<file path="src/rtl/cfg_serial_pkg.sv">
package cfg_serial_pkg;
    localparam int CFG_DATA_W = 14;
    localparam int CFG_ADDR_W = 2;

    typedef enum logic [1:0] {
        EVT_NONE   = 2'd0,
        EVT_COMMIT = 2'd1,
        EVT_ERROR  = 2'd2
    } frame_evt_e;
endpackage

</file>
<file path="src/rtl/cfg_sync.sv">
module cfg_sync #(
    parameter int               W         = 3,
    parameter logic [W-1:0]     RESET_VAL = '0
) (
    input  logic         clk,
    input  logic         rst,
    input  logic [W-1:0] async_i,
    output logic [W-1:0] sync_o
);
    typedef struct packed {
        logic [W-1:0] s1;
        logic [W-1:0] s2;
    } sync_t;

    sync_t d, q;

    always_comb begin
        d    = q;
        d.s1 = async_i;
        d.s2 = q.s1;
    end

    always_ff @(posedge clk) begin
        if (rst) begin
            q.s1 <= RESET_VAL;
            q.s2 <= RESET_VAL;
        end else begin
            q <= d;
        end
    end

    assign sync_o = q.s2;
endmodule

</file>
<file path="src/rtl/cfg_shifter.sv">
module cfg_shifter
    import cfg_serial_pkg::*;
#(
    parameter int DATA_W = CFG_DATA_W,
    parameter int ADDR_W = CFG_ADDR_W
) (
    input  logic                       clk,
    input  logic                       rst,
    input  logic                       en_n_i,
    input  logic                       sclk_i,
    input  logic                       sdat_i,
    output frame_evt_e                 evt_o,
    output logic [DATA_W+ADDR_W-1:0]   word_o
);
    localparam int FRAME_W = DATA_W + ADDR_W;
    localparam int CW      = $clog2(FRAME_W + 2);
    localparam logic [CW-1:0] FULL = CW'(FRAME_W);
    localparam logic [CW-1:0] OVER = CW'(FRAME_W + 1);

    typedef struct packed {
        logic               sclk_prev;
        logic               en_prev;
        logic [FRAME_W-1:0] shreg;
        logic [CW-1:0]      cnt;
        frame_evt_e         evt;
    } shift_t;

    shift_t d, q;

    always_comb begin
        d           = q;
        d.sclk_prev = sclk_i;
        d.en_prev   = en_n_i;
        d.evt       = EVT_NONE;
        if (en_n_i) begin
            // idle: counter parked, a fresh rise closes the frame
            d.cnt = '0;
            if (!q.en_prev) begin
                d.evt = (q.cnt == FULL) ? EVT_COMMIT : EVT_ERROR;
            end
        end else if (sclk_i && !q.sclk_prev) begin
            d.shreg = {q.shreg[FRAME_W-2:0], sdat_i};
            if (q.cnt != OVER) begin
                d.cnt = q.cnt + 1'b1;
            end
        end
    end

    always_ff @(posedge clk) begin
        if (rst) begin
            q.sclk_prev <= 1'b0;
            q.en_prev   <= 1'b1;
            q.shreg     <= '0;
            q.cnt       <= '0;
            q.evt       <= EVT_NONE;
        end else begin
            q <= d;
        end
    end

    assign evt_o  = q.evt;
    assign word_o = q.shreg;
endmodule

</file>
<file path="src/rtl/cfg_regbank.sv">
module cfg_regbank
    import cfg_serial_pkg::*;
#(
    parameter int DATA_W = CFG_DATA_W,
    parameter int ADDR_W = CFG_ADDR_W
) (
    input  logic                               clk,
    input  logic                               rst,
    input  frame_evt_e                         evt_i,
    input  logic [DATA_W+ADDR_W-1:0]           word_i,
    output logic [(1<<ADDR_W)*DATA_W-1:0]      cfg_bus_o,
    output logic                               wr_strobe_o,
    output logic [ADDR_W-1:0]                  wr_addr_o,
    output logic                               frame_err_o
);
    localparam int FRAME_W  = DATA_W + ADDR_W;
    localparam int NUM_REGS = 1 << ADDR_W;

    typedef struct packed {
        logic [NUM_REGS-1:0][DATA_W-1:0] regs;
        logic                            strobe;
        logic [ADDR_W-1:0]               addr;
        logic                            err;
    } bank_t;

    bank_t d, q;

    logic [ADDR_W-1:0] dec_addr;
    logic [DATA_W-1:0] dec_data;

    assign dec_addr = word_i[ADDR_W-1:0];
    assign dec_data = word_i[FRAME_W-1:ADDR_W];

    always_comb begin
        d        = q;
        d.strobe = 1'b0;
        d.err    = 1'b0;
        case (evt_i)
            EVT_COMMIT: begin
                d.regs[dec_addr] = dec_data;
                d.strobe         = 1'b1;
                d.addr           = dec_addr;
            end
            EVT_ERROR: begin
                d.err = 1'b1;
            end
            default: ;
        endcase
    end

    always_ff @(posedge clk) begin
        if (rst) begin
            q <= '0;
        end else begin
            q <= d;
        end
    end

    for (genvar i = 0; i < NUM_REGS; i++) begin : g_slot
        assign cfg_bus_o[i*DATA_W +: DATA_W] = q.regs[i];
    end

    assign wr_strobe_o = q.strobe;
    assign wr_addr_o   = q.addr;
    assign frame_err_o = q.err;
endmodule

</file>
<file path="src/rtl/cfg_serial_port.sv">
module cfg_serial_port
    import cfg_serial_pkg::*;
#(
    parameter int DATA_W = CFG_DATA_W,
    parameter int ADDR_W = CFG_ADDR_W
) (
    input  logic                             clk,
    input  logic                             rst,
    input  logic                             frame_n,
    input  logic                             ser_clk,
    input  logic                             ser_dat,
    output logic [(1<<ADDR_W)*DATA_W-1:0]    cfg_bus,
    output logic                             wr_strobe,
    output logic [ADDR_W-1:0]                wr_addr,
    output logic                             frame_err
);
    localparam int FRAME_W = DATA_W + ADDR_W;

    // bit 2 = select (idles high), bit 1 = clock, bit 0 = data
    logic [2:0]             pins_sync;
    frame_evt_e             evt;
    logic [FRAME_W-1:0]     word;

    cfg_sync #(
        .W         (3),
        .RESET_VAL (3'b100)
    ) u_sync (
        .clk     (clk),
        .rst     (rst),
        .async_i ({frame_n, ser_clk, ser_dat}),
        .sync_o  (pins_sync)
    );

    cfg_shifter #(
        .DATA_W (DATA_W),
        .ADDR_W (ADDR_W)
    ) u_shift (
        .clk    (clk),
        .rst    (rst),
        .en_n_i (pins_sync[2]),
        .sclk_i (pins_sync[1]),
        .sdat_i (pins_sync[0]),
        .evt_o  (evt),
        .word_o (word)
    );

    cfg_regbank #(
        .DATA_W (DATA_W),
        .ADDR_W (ADDR_W)
    ) u_bank (
        .clk         (clk),
        .rst         (rst),
        .evt_i       (evt),
        .word_i      (word),
        .cfg_bus_o   (cfg_bus),
        .wr_strobe_o (wr_strobe),
        .wr_addr_o   (wr_addr),
        .frame_err_o (frame_err)
    );
endmodule

</file>
<file path="config.mk">
export PLATFORM = sky130hd
export DESIGN_NAME = cfg_serial_port
export DESIGN_NICKNAME = d
export VERILOG_FILES = /design/src/rtl/cfg_serial_pkg.sv /design/src/rtl/cfg_sync.sv /design/src/rtl/cfg_shifter.sv /design/src/rtl/cfg_regbank.sv /design/src/rtl/cfg_serial_port.sv
export SDC_FILE = /design/constraint.sdc
export NUM_CORES = 1
export LEC_CHECK = 0
export ABC_AREA = 0
export CORE_AREA = 3 3 96 98
export DETAILED_ROUTE_END_ITERATION = 8
export DIE_AREA = 0 0 99 101
export PLACE_DENSITY = 0.63
export SYNTH_ARGS = -nofsm -noshare
export SYNTH_HDL_FRONTEND = slang
export SYNTH_SLANG_ARGS = --single-unit
</file>
<file path="constraint.sdc">
create_clock -name clk -period 1.35 [get_ports clk]
set_input_delay 0.135 -clock clk [delete_from_list [all_inputs] [get_ports clk]]
set_output_delay 0.135 -clock clk [all_outputs]
set_load 0.02 [all_outputs]
</file>
==> summary.md <==
* **fraction of power consumed by the clock network** 0.424
* **via count normalized by instance count** 4.87
* **antenna violations before repair** 0
* **Synth Net Count** 398
* **Max Freq** 0.766 GHz
* **floorplan core area** 8550 um2
* **initial standard-cell utilization of the core** 0.389
* **hpwl dp** 5360 um
* **via count** 2787
* **total power per unit cell area** 1100 nW/um2
* **Clock Tree Buf Depth** 2
* **number of synthesized register bits** 91
* **total count of hold-check failures in the final report** 0
* **worst hold slack** 0.100 ns
* **Total Routed Length** 7930 um
* **type of the worst setup path** flop to flop
* **post-layout minimum cycle time** 1.31 ns
* **synthesized cell area** 3330 um2
* **Worst Min Path Start** rst
* **synth top area cells** sky130_fd_sc_hd__dfxtp_1 55%, sky130_fd_sc_hd__nand2_1 16%, sky130_fd_sc_hd__a21oi_1 9.9%
* **global-route total usage across every layer** 0.162
* **filler cell count** 849
* **status** finished, final reports clean
* **pin count of the biggest net entering global routing** 76
* **library cells used by synthesis** 34
* **IR Drop Worst-Case VDD** 0.494 mV
* **area fraction of the dominant cell type after synthesis** 0.547
* **synthesized netlist cell count** 390
* **post-CTS clock slew at the launch and capture registers of the worst setup and hold paths** 0.09 ns
* **sort of element at the end of the critical path** flop
* **Worst Setup Slack post-DPL** -0.108 ns
* **total grt overflow** 0
* **share of flip-flops with an asynchronous set or reset after synthesis** 0
* **crit path from** u_shift.word_o[0]
* **kind of start point of the critical path** flop
* **depth of the CTS H-tree** 3
* **number of pins with negative max-slew slack in the final report** 0
* **worst-case setup margin in the final layout** 0.0437 ns
* **clock sink count** 91
* **Tightest Hold Check Type** input port to flop
* **Combinational Power Share** 0.017
* **Reg-to-Reg Start** u_shift.word_o[0]
* **wire length per cell** 13.9 um
* **first-pass GRT wire length** 12800 um
* **number of inserted diodes** 0
* **total of max-cap violations** 0
* **portion of total power attributed to sequential cells** 0.559
* **Initial DRC Count** 127
* **Least-Margin Pin Slew** 0.357 ns
* **CTS root buf** sky130_fd_sc_hd__clkbuf_8
* **data required time of the critical path** 1.58 ns
* **number of CTS-inserted buffers** 9
* **ports placed on the boundary** 65
* **vias in the first global route** 2634
* **average size of a mapped cell** 8.54 um2
* **leakage power** 1.74 nW
* **nets** 467
* **width of the die** 99 um
* **switching power as a share of total power** 0.214
* **final weighted congestion in routability-driven placement** 0.740
* **area of the die** 10000 um2
* **final routed DRC violation total** 0
* **biggest area consumer among synthesized cells** sky130_fd_sc_hd__dfxtp_1
* **Post-synth EDFFs** 0
* **number of buffer cells added on primary ports** 64
* **Synth-to-Final Area Change** 31.6%
* **drt pass-1 iters** 4
* **Worst Path Max Fanout** 14
* **commonest cells after routing, fill and taps aside** 138 x sky130_fd_sc_hd__nand2_1, 89 x sky130_fd_sc_hd__dfxtp_1, 64 x sky130_fd_sc_hd__a21oi_1
* **number of rows in the core area** 34
* **clock latency reported for the late side of the worst-skew pair** 0.36 ns
* **Synth warnings** 0
* **power consumption** 4.82 mW
* **ratio of cells with drive above 1 in the final layout** 0.140
* **CTS tree** done
* **post-synthesis sequential area ratio** 0.547
* **final clock period utilization by the worst path** 0.968
* **P_sw** 1.03 mW
* **worst relative slew slack** 0.762
* **antenna-violating nets left** 0
* **Setup-failing EPs final** 0
* **setup repair after global routing missed its margin** false
* **die height** 101 um
* **Worst Skew** 0.0120 ns
* **most instantiated flip-flop cell in the synthesis netlist** sky130_fd_sc_hd__dfxtp_1
* **commonest non-fill, non-tap cell in the layout** sky130_fd_sc_hd__nand2_1
* **Pint** 3.79 mW
* **data arrival time of the worst path** 1.54 ns
## per-layer routing
metal  part of all wire  track usage  vias to the layer above  wire length [um]
li1                   -            -                     1420                 -
met1               0.48        0.221                     1291              3770
met2               0.46        0.253                       65              3610
met3              0.053       0.0304                       11               419
met4              0.015       0.0693                        0               122
met5                  0            0                        -                 0
## critical path: stages, from the launching register on
cell	delay, ns
sky130_fd_sc_hd__dfxtp_1	0.32
sky130_fd_sc_hd__or4b_1	0.53
sky130_fd_sc_hd__buf_6	0.18
sky130_fd_sc_hd__nand2_1	0.09
sky130_fd_sc_hd__a21oi_2	0.05
## synthesized netlist by cell type, types with 2 or more instances
cell type	count
sky130_fd_sc_hd__and4bb_1	2
sky130_fd_sc_hd__a21oi_1	66
sky130_fd_sc_hd__nor2b_1	6
sky130_fd_sc_hd__buf_2	7
sky130_fd_sc_hd__buf_4	3
sky130_fd_sc_hd__nand2b_1	2
sky130_fd_sc_hd__or3_1	3
sky130_fd_sc_hd__nand4bb_1	2
sky130_fd_sc_hd__buf_6	2
sky130_fd_sc_hd__clkbuf_1	13
sky130_fd_sc_hd__nand2_2	10
sky130_fd_sc_hd__or2_2	2
sky130_fd_sc_hd__mux2i_1	2
sky130_fd_sc_hd__nand4b_1	2
sky130_fd_sc_hd__dfxtp_1	91
sky130_fd_sc_hd__o21ai_0	3
sky130_fd_sc_hd__a21oi_2	10
sky130_fd_sc_hd__nand2_1	138
sky130_fd_sc_hd__nor2_1	6
sky130_fd_sc_hd__inv_1	4
sky130_fd_sc_hd__ha_1	3
## power groups by stage
| stage | Sequential (mW) | Combinational [mW] | Clock (mW) |
|---|---|---|---|
| global route | 2.70 | 0.0885 | 2.20 |
| finish | 2.70 | 0.0810 | 2.05 |
| floorplan | 2.76 | 0.0525 | 0 |
| detailed placement | 2.76 | 0.0812 | 0 |
| global placement | 2.76 | 0.0803 | 0 |
| CTS | 2.70 | 0.0812 | 2.10 |
## flip-flops by register name, summed over array words and instances (netlist names)
signal	count
u_bank.cfg_bus_o	56
u_shift.word_o	16
u_shift.q	7
u_sync.d	3
u_sync.sync_o	3
u_bank.wr_addr_o	2
u_shift.evt_o	2
u_bank.frame_err_o	1
u_bank.wr_strobe_o	1
## what timing repair did
action | CTS | global route
hold buffers | 0 | 0
buffers inserted | 0 | 1
resized for setup | 63 | 5
setup endpoints to repair | 62 | 8
gates cloned | 0 | 1
pin swaps | 0 | 4
## final timing paths
path	slack, ns	cells past startpoint	endpoint
hold reg to reg	0.42	1	u_sync.sync_o[2]
setup reg to reg	0.04	4	u_bank.cfg_bus_o[0]
hold / removal	0.10	2	u_sync.d[1]
setup / recovery	0.04	4	u_bank.cfg_bus_o[0]
## stage by stage
step / cell area (um2) / cells / TNS [ns] / util
2_1_floorplan: 3330 / 390 / -0.435 / -
3_3_place_gp: 4170 / 554 / 0 / 0.487
3_5_place_dp: 4170 / 554 / -0.109 / 0.487
4_1_cts: 4330 / 570 / 0 / 0.507
5_1_grt: 4380 / 572 / 0 / 0.512
6_report: 4380 / 572 / 0 / 0.512
## cells by family after synthesis
kind of cell | share of synthesized area
flip-flops | 0.547
buffers and inverters | 0.0443
AND/OR/NAND/NOR | 0.254
multiplexers | 0.00601
adder cells (fa/ha/maj) | 0.0113
AO/OA/AOI/OAI | 0.138
## area by class of cell
cell class,count,area (um2),area share
clock buffers,10,128,0.0291
clock inverters,6,97.6,0.0223
inverters,4,15.0,0.00343
multi-input cells,269,1380,0.316
flip-flops and latches,91,1820,0.416
well taps,108,135,0.0308
repair buffers,84,798,0.182
No activity file was read; power rests on OpenSTA's default activity.
